### src/rtl/peri_reset_seq_pkg.sv
package peri_reset_seq_pkg;

  localparam int NUM_STEPS = 4;
  localparam int STEP_W    = $clog2(NUM_STEPS);

  typedef enum logic [1:0] {
    ST_IDLE  = 2'd0,
    ST_WRITE = 2'd1,
    ST_POLL  = 2'd2
  } seqState_t;

  // strobes from control to datapath
  typedef struct packed {
    logic beginSeq;
    logic pollStep;
    logic nextStep;
    logic finishOk;
    logic finishErr;
  } seqCtl_t;

endpackage

### src/rtl/peri_reset_seq_ctrl.sv
module peri_reset_seq_ctrl
  import peri_reset_seq_pkg::*;
(
  input  logic    clk,
  input  logic    rstN,
  input  logic    start,
  input  logic    levelMatch,
  input  logic    budgetGone,
  input  logic    lastStep,
  output seqCtl_t ctl,
  output logic    wrStrobe,
  output logic    busy
);

  seqState_t state, nextState;

  always_ff @(posedge clk or negedge rstN) begin
    if (!rstN) state <= ST_IDLE;
    else       state <= nextState;
  end

  always_comb begin
    ctl       = '0;
    nextState = state;
    unique case (state)
      ST_IDLE: begin
        if (start) begin
          ctl.beginSeq = 1'b1;
          nextState    = ST_WRITE;
        end
      end
      ST_WRITE: nextState = ST_POLL;
      ST_POLL: begin
        ctl.pollStep = 1'b1;
        if (levelMatch) begin
          if (lastStep) begin
            ctl.finishOk = 1'b1;
            nextState    = ST_IDLE;
          end else begin
            ctl.nextStep = 1'b1;
            nextState    = ST_WRITE;
          end
        end else if (budgetGone) begin
          ctl.finishErr = 1'b1;
          nextState     = ST_IDLE;
        end
      end
      default: nextState = ST_IDLE;
    endcase
  end

  assign wrStrobe = (state == ST_WRITE);
  assign busy     = (state != ST_IDLE);

endmodule

### src/rtl/peri_reset_seq_dp.sv
module peri_reset_seq_dp
  import peri_reset_seq_pkg::*;
#(
  parameter int          ADDR_W     = 16,
  parameter int unsigned POLL_LIMIT = 1000000,
  parameter int unsigned CLK_ON_OFS = 'h338,
  parameter int unsigned RST_ON_OFS = 'hA38,
  parameter int unsigned PAIR_GAP   = 4
)(
  input  logic              clk,
  input  logic              rstN,
  input  seqCtl_t           ctl,
  input  logic              clkStatusBit,
  input  logic              rstStatusBit,
  output logic              levelMatch,
  output logic              budgetGone,
  output logic              lastStep,
  output logic [ADDR_W-1:0] stepAddr,
  output logic              seqDone,
  output logic              seqErr,
  output logic [STEP_W-1:0] errStep
);

  localparam int CNT_W = $clog2(POLL_LIMIT + 1);
  // step order: assert reset, gate clock, release reset, ungate clock
  localparam logic [NUM_STEPS-1:0] WANT_HIGH = 4'b1001;

  logic [STEP_W-1:0] stepQ;
  logic [CNT_W-1:0]  pollCnt;
  logic [ADDR_W-1:0] stepAddrTbl [NUM_STEPS];
  logic [NUM_STEPS-1:0] stepSeen;

  for (genvar g = 0; g < NUM_STEPS; g++) begin : g_step
    // even steps touch the reset pair, odd steps the clock pair
    localparam logic [ADDR_W-1:0] BASE =
      (g % 2 == 0) ? ADDR_W'(RST_ON_OFS) : ADDR_W'(CLK_ON_OFS);
    // the middle two steps use the clear-style register of the pair
    localparam logic [ADDR_W-1:0] GAP =
      (g == 1 || g == 2) ? ADDR_W'(PAIR_GAP) : '0;
    assign stepAddrTbl[g] = BASE + GAP;
    if (g % 2 == 0) begin : g_rst
      assign stepSeen[g] = (rstStatusBit == WANT_HIGH[g]);
    end else begin : g_clk
      assign stepSeen[g] = (clkStatusBit == WANT_HIGH[g]);
    end
  end

  assign levelMatch = stepSeen[stepQ];
  assign budgetGone = (pollCnt == CNT_W'(POLL_LIMIT - 1));
  assign lastStep   = (stepQ == STEP_W'(NUM_STEPS - 1));
  assign stepAddr   = stepAddrTbl[stepQ];

  always_ff @(posedge clk or negedge rstN) begin
    if (!rstN) begin
      stepQ   <= '0;
      pollCnt <= '0;
      seqDone <= 1'b0;
      seqErr  <= 1'b0;
      errStep <= '0;
    end else begin
      if (ctl.beginSeq) begin
        stepQ   <= '0;
        pollCnt <= '0;
        seqDone <= 1'b0;
        seqErr  <= 1'b0;
        errStep <= '0;
      end else if (ctl.nextStep) begin
        stepQ   <= stepQ + 1'b1;
        pollCnt <= '0;
      end else if (ctl.pollStep) begin
        pollCnt <= pollCnt + 1'b1;
      end
      if (ctl.finishOk)  seqDone <= 1'b1;
      if (ctl.finishErr) begin
        seqErr  <= 1'b1;
        errStep <= stepQ;
      end
    end
  end

endmodule

### src/rtl/peri_reset_seq.sv
module peri_reset_seq
  import peri_reset_seq_pkg::*;
#(
  parameter int          ADDR_W     = 16,
  parameter int          DATA_W     = 32,
  parameter int unsigned POLL_LIMIT = 1000000,
  parameter int unsigned CLK_ON_OFS = 'h338,
  parameter int unsigned RST_ON_OFS = 'hA38,
  parameter int unsigned PAIR_GAP   = 4
)(
  input  logic              clk,
  input  logic              rstN,
  input  logic              start,
  input  logic              clkStatusBit,
  input  logic              rstStatusBit,
  output logic              wrStrobe,
  output logic [ADDR_W-1:0] wrAddr,
  output logic [DATA_W-1:0] wrData,
  output logic              busy,
  output logic              seqDone,
  output logic              seqErr,
  output logic [1:0]        errStep
);

  seqCtl_t           ctl;
  logic              levelMatch, budgetGone, lastStep;
  logic [ADDR_W-1:0] stepAddr;

  peri_reset_seq_ctrl ctrl_i (
    .clk(clk), .rstN(rstN), .start(start),
    .levelMatch(levelMatch), .budgetGone(budgetGone), .lastStep(lastStep),
    .ctl(ctl), .wrStrobe(wrStrobe), .busy(busy)
  );

  peri_reset_seq_dp #(
    .ADDR_W(ADDR_W), .POLL_LIMIT(POLL_LIMIT),
    .CLK_ON_OFS(CLK_ON_OFS), .RST_ON_OFS(RST_ON_OFS), .PAIR_GAP(PAIR_GAP)
  ) dp_i (
    .clk(clk), .rstN(rstN), .ctl(ctl),
    .clkStatusBit(clkStatusBit), .rstStatusBit(rstStatusBit),
    .levelMatch(levelMatch), .budgetGone(budgetGone), .lastStep(lastStep),
    .stepAddr(stepAddr), .seqDone(seqDone), .seqErr(seqErr), .errStep(errStep)
  );

  assign wrAddr = wrStrobe ? stepAddr : '0;
  assign wrData = wrStrobe ? DATA_W'(1) : '0;

endmodule

### config.mk
export PLATFORM = sky130hd
export DESIGN_NAME = peri_reset_seq
export DESIGN_NICKNAME = d
export VERILOG_FILES = /design/src/rtl/peri_reset_seq_pkg.sv /design/src/rtl/peri_reset_seq_ctrl.sv /design/src/rtl/peri_reset_seq_dp.sv /design/src/rtl/peri_reset_seq.sv
export SDC_FILE = /design/constraint.sdc
export NUM_CORES = 1
export LEC_CHECK = 0
export BUFFER_PORTS_ARGS = -buffer_cell sky130_fd_sc_hd__buf_4
export CORE_ASPECT_RATIO = 0.5
export CORE_MARGIN = 4
export CORE_UTILIZATION = 26
export CTS_CLUSTER_DIAMETER = 60
export DETAILED_ROUTE_END_ITERATION = 7
export MAX_ROUTING_LAYER = met4
export PLACE_DENSITY = 0.44
export SLEW_MARGIN = 20
export SYNTH_ARGS = -nofsm -noshare
export SYNTH_HDL_FRONTEND = slang
export SYNTH_SLANG_ARGS = --single-unit
export TNS_END_PERCENT = 100
### constraint.sdc
create_clock -name clk -period 2.53 [get_ports clk]
set_input_delay 0.253 -clock clk [delete_from_list [all_inputs] [get_ports clk]]
set_output_delay 0.253 -clock clk [all_outputs]
set_load 0.05 [all_outputs]
==> metrics.csv <==
stage,metric,value,unit
floorplanning,die_x,128.6,microns
critical_path,end_kind,flip-flop,
run_status,status,"complete, no violations",
clock_network,cts_buffers,3,
routing,drt_iter0_markers,89,
global_routing,grt_usage,0.09328,
global_routing,grt_max_degree,29,
synth,ys.flop_type,dfrtp_1,
clock_network,cts_tree,yes,
timing,final.min_clock_period,2.251,ns
global_routing,antenna_found_initial,0,
global_routing,grt_pass1_vias,1222,
timing,fin_worst_skew,0.002638,ns
layout,instances_no_fill,314,
clock_network,cts-root-buf,clkbuf_16,
critical_path,critPathMaxFanout,10,
routing,routed_via_density,4.545,
routing,drtPass1Iterations,4,
floorplanning,dieHeight,68.30,microns
clock_network,path_clk_slew,0.07,ns
placed_design,gp_congestion,0.7109,
placed_design,hpwlAfterDp,2.879,mm
synth,syn_area_per_cell,9.046,sq um
synth,synth.distinct_cells,41,
floorplanning,die_area,0.008782,sq mm
critical_path,crit_type,flip-flop to flip-flop,
timing,worst_slew_pin_slew,0.7998,ns
run,drv_cap,0,
timing,fmax,444.3,MHz
power,p_leak,0.0008985,uW
floorplanning,start_util,0.2757,
power,vdd_ir_drop_max,0.0002815,V
clock_network,cts-htree-levels,1,
synth,ys_seq_area_frac,0.3706,
global_routing,overflow,0,
placed_design,portBuffers,18,
synth,ys_ff_latch,28,
layout,diodes,0,
hold_path,worstHoldPathType,input pin to flip-flop,
clock_network,insertion_delay,0.26,ns
power,powerDensity,872.8,mW/mm^2
synth,synth_area,0.001891,sq mm
layout,syn_to_final_growth,7.081,%
clock_network,numClockSinks,28,
synth,synth_enable_flop_cells,0,
critical_path,start_kind,flip-flop,
timing,maxSlewViolCount,0,
placed_design,place_inst,310,
clock_network,cts.repair.resized,0,
floorplanning,std_cell_rows,21,
layout,layout-drive-gt1-share,0.1261,
routing,drt_wl_total,3.856,mm
clock_network,cts.path.max_buffers,2,
floorplanning,core,0.006858,sq mm
timing,setup_viol_count_final,0,
global_routing,grt_pass1_wl,6.272,mm
routing,avgRoutedWirePerCell,12.28,microns
timing,finalHoldViolations,0,
critical_path,crit_required,2.72,ns
synth,syn_inst,209,
routing,vias,1427,
synth,synthArstFlopShare,1.000,
timing,post-route-period-util,0.8895,
critical_path,worstPathArrival,2.44,ns
routing,ant_nets,0,
timing,rsz0062_at_grt,false,
floorplanning,boundaryPins,59,
timing,max_slew_margin,0.4609,
synth,yosys_warnings,0,
layout,fin_nets,233,
timing,tns,0,ns
routing,drc_errors,0,
per-stage QoR:
stage / power [uW] / setup WS (ns) / util / area, sq um / hold slack (ns)
final: 1767 / 0.2795 / 0.2952 / 2024 / 0.3472
after CTS: 1798 / 0.2567 / 0.2952 / 2024 / 0.3434
after floorplan: 1304 / 0.2488 / - / 2037 / -0.04259
after global routing: 1876 / 0.1143 / 0.2952 / 2024 / 0.3652
after detailed placement: 1427 / 0.2915 / 0.2828 / 1939 / 0.2071
after global placement: 1424 / 0.3133 / 0.2828 / 1939 / 0.2030
worst max-delay path, stage by stage (launching register included):
cell     delay (ns)
dfrtp_1        0.44
ha_1           0.28
inv_1          0.07
or4_1          0.69
or4_1          0.55
a21oi_1        0.15
per-layer routing:
metal | GRT usage | wire, microns | up-vias
li1 | - | - | 691
met1 | 0.1228 | 1875 | 677
met2 | 0.1457 | 1628 | 57
met3 | 0.02260 | 325 | 2
met4 | 0.02356 | 27 | 0
met5 | - | 0 | -
logic make-up after synthesis:
family,Yosys count,share of synthesized area
compound gates,41,0.1529
xor+xnor,7,0.03243
fa+ha+maj,4,0.02647
buf+inv,54,0.1979
flops,28,0.3706
mux,2,0.01059
other cells,1,0.001984
simple gates,72,0.2072
worst paths after layout:
kind	slack, ns	cells past startpoint	endpoint	start
min in group asynchronous	0.45	2	dp_i.pollCnt[9]	rstN
min reg2reg	0.48	1	dp_i.seqErr	dp_i.seqErr
min	0.35	4	dp_i.pollCnt[0]	start
max in group asynchronous	1.81	2	dp_i.pollCnt[3]	rstN
max	0.28	5	dp_i.pollCnt[18]	dp_i.pollCnt[0]
max reg2reg	0.28	5	dp_i.pollCnt[18]	dp_i.pollCnt[0]
report_power, final:
group | leakage, uW | internal (uW) | switching [uW]
registers | 0.000386 | 488 | 72.8
logic | 0.000475 | 218 | 629
clock network | 0.0000370 | 210 | 149
cells in the mapped netlist, types with 4 or more instances:
cell type  count  area (sq um)
nand4_1        6         37.54
a21oi_1       11         55.05
nand2_1       16         60.06
dfrtp_1       28         700.7
or3_1         11         68.82
nor2_1        10         37.54
inv_1          5         18.77
o21ai_0       12         60.06
ha_1           4         50.05
nand3_1        7         35.03
buf_4         45         337.8
or4_1          4         30.03
xor2_1         6         52.55
flip-flops by register name, summed over array words and instances, names as in the netlist:
| register | flops |
|---|---|
| dp_i.errStep | 2 |
| dp_i.pollCnt | 20 |
| dp_i.seqErr | 1 |
| ctrl_i.state | 2 |
| dp_i.stepQ | 2 |
| dp_i.seqDone | 1 |
final cells by class:
cell class,instances,area [sq um]
clock buffers,3,75.07
fillers,750,4833
inverters,5,18.77
multi-input cells,166,962.2
flip-flops and latches,28,700.7
well taps,92,115.1
repair buffers,20,152.6
cells in the final DEF (no fill, tap or decap), types with 3 or more instances in the layout:
| cell type | netlist | routed |
|---|---|---|
| conb_1 | 1 | 40 |
| dfrtp_1 | 28 | 28 |
| buf_4 | 45 | 19 |
| nand2_1 | 16 | 16 |
| o21ai_0 | 12 | 12 |
| or3_1 | 11 | 11 |
| a21oi_1 | 11 | 11 |
| nor2_1 | 10 | 10 |
| nand3_1 | 7 | 7 |
| nand4_1 | 6 | 6 |
| xor2_1 | 6 | 6 |
| inv_1 | 5 | 5 |
| or4_1 | 4 | 4 |
| ha_1 | 4 | 4 |
| nor2b_1 | 3 | 3 |
| o311ai_0 | 3 | 3 |
| and3_1 | 3 | 3 |
| clkbuf_16 | 0 | 3 |
timing repair:
action,CTS,global route
hold buffers,1,0
endpoints found under the hold margin,28,0
setup buffers,0,0
No activity file was read; power rests on OpenSTA's default activity.
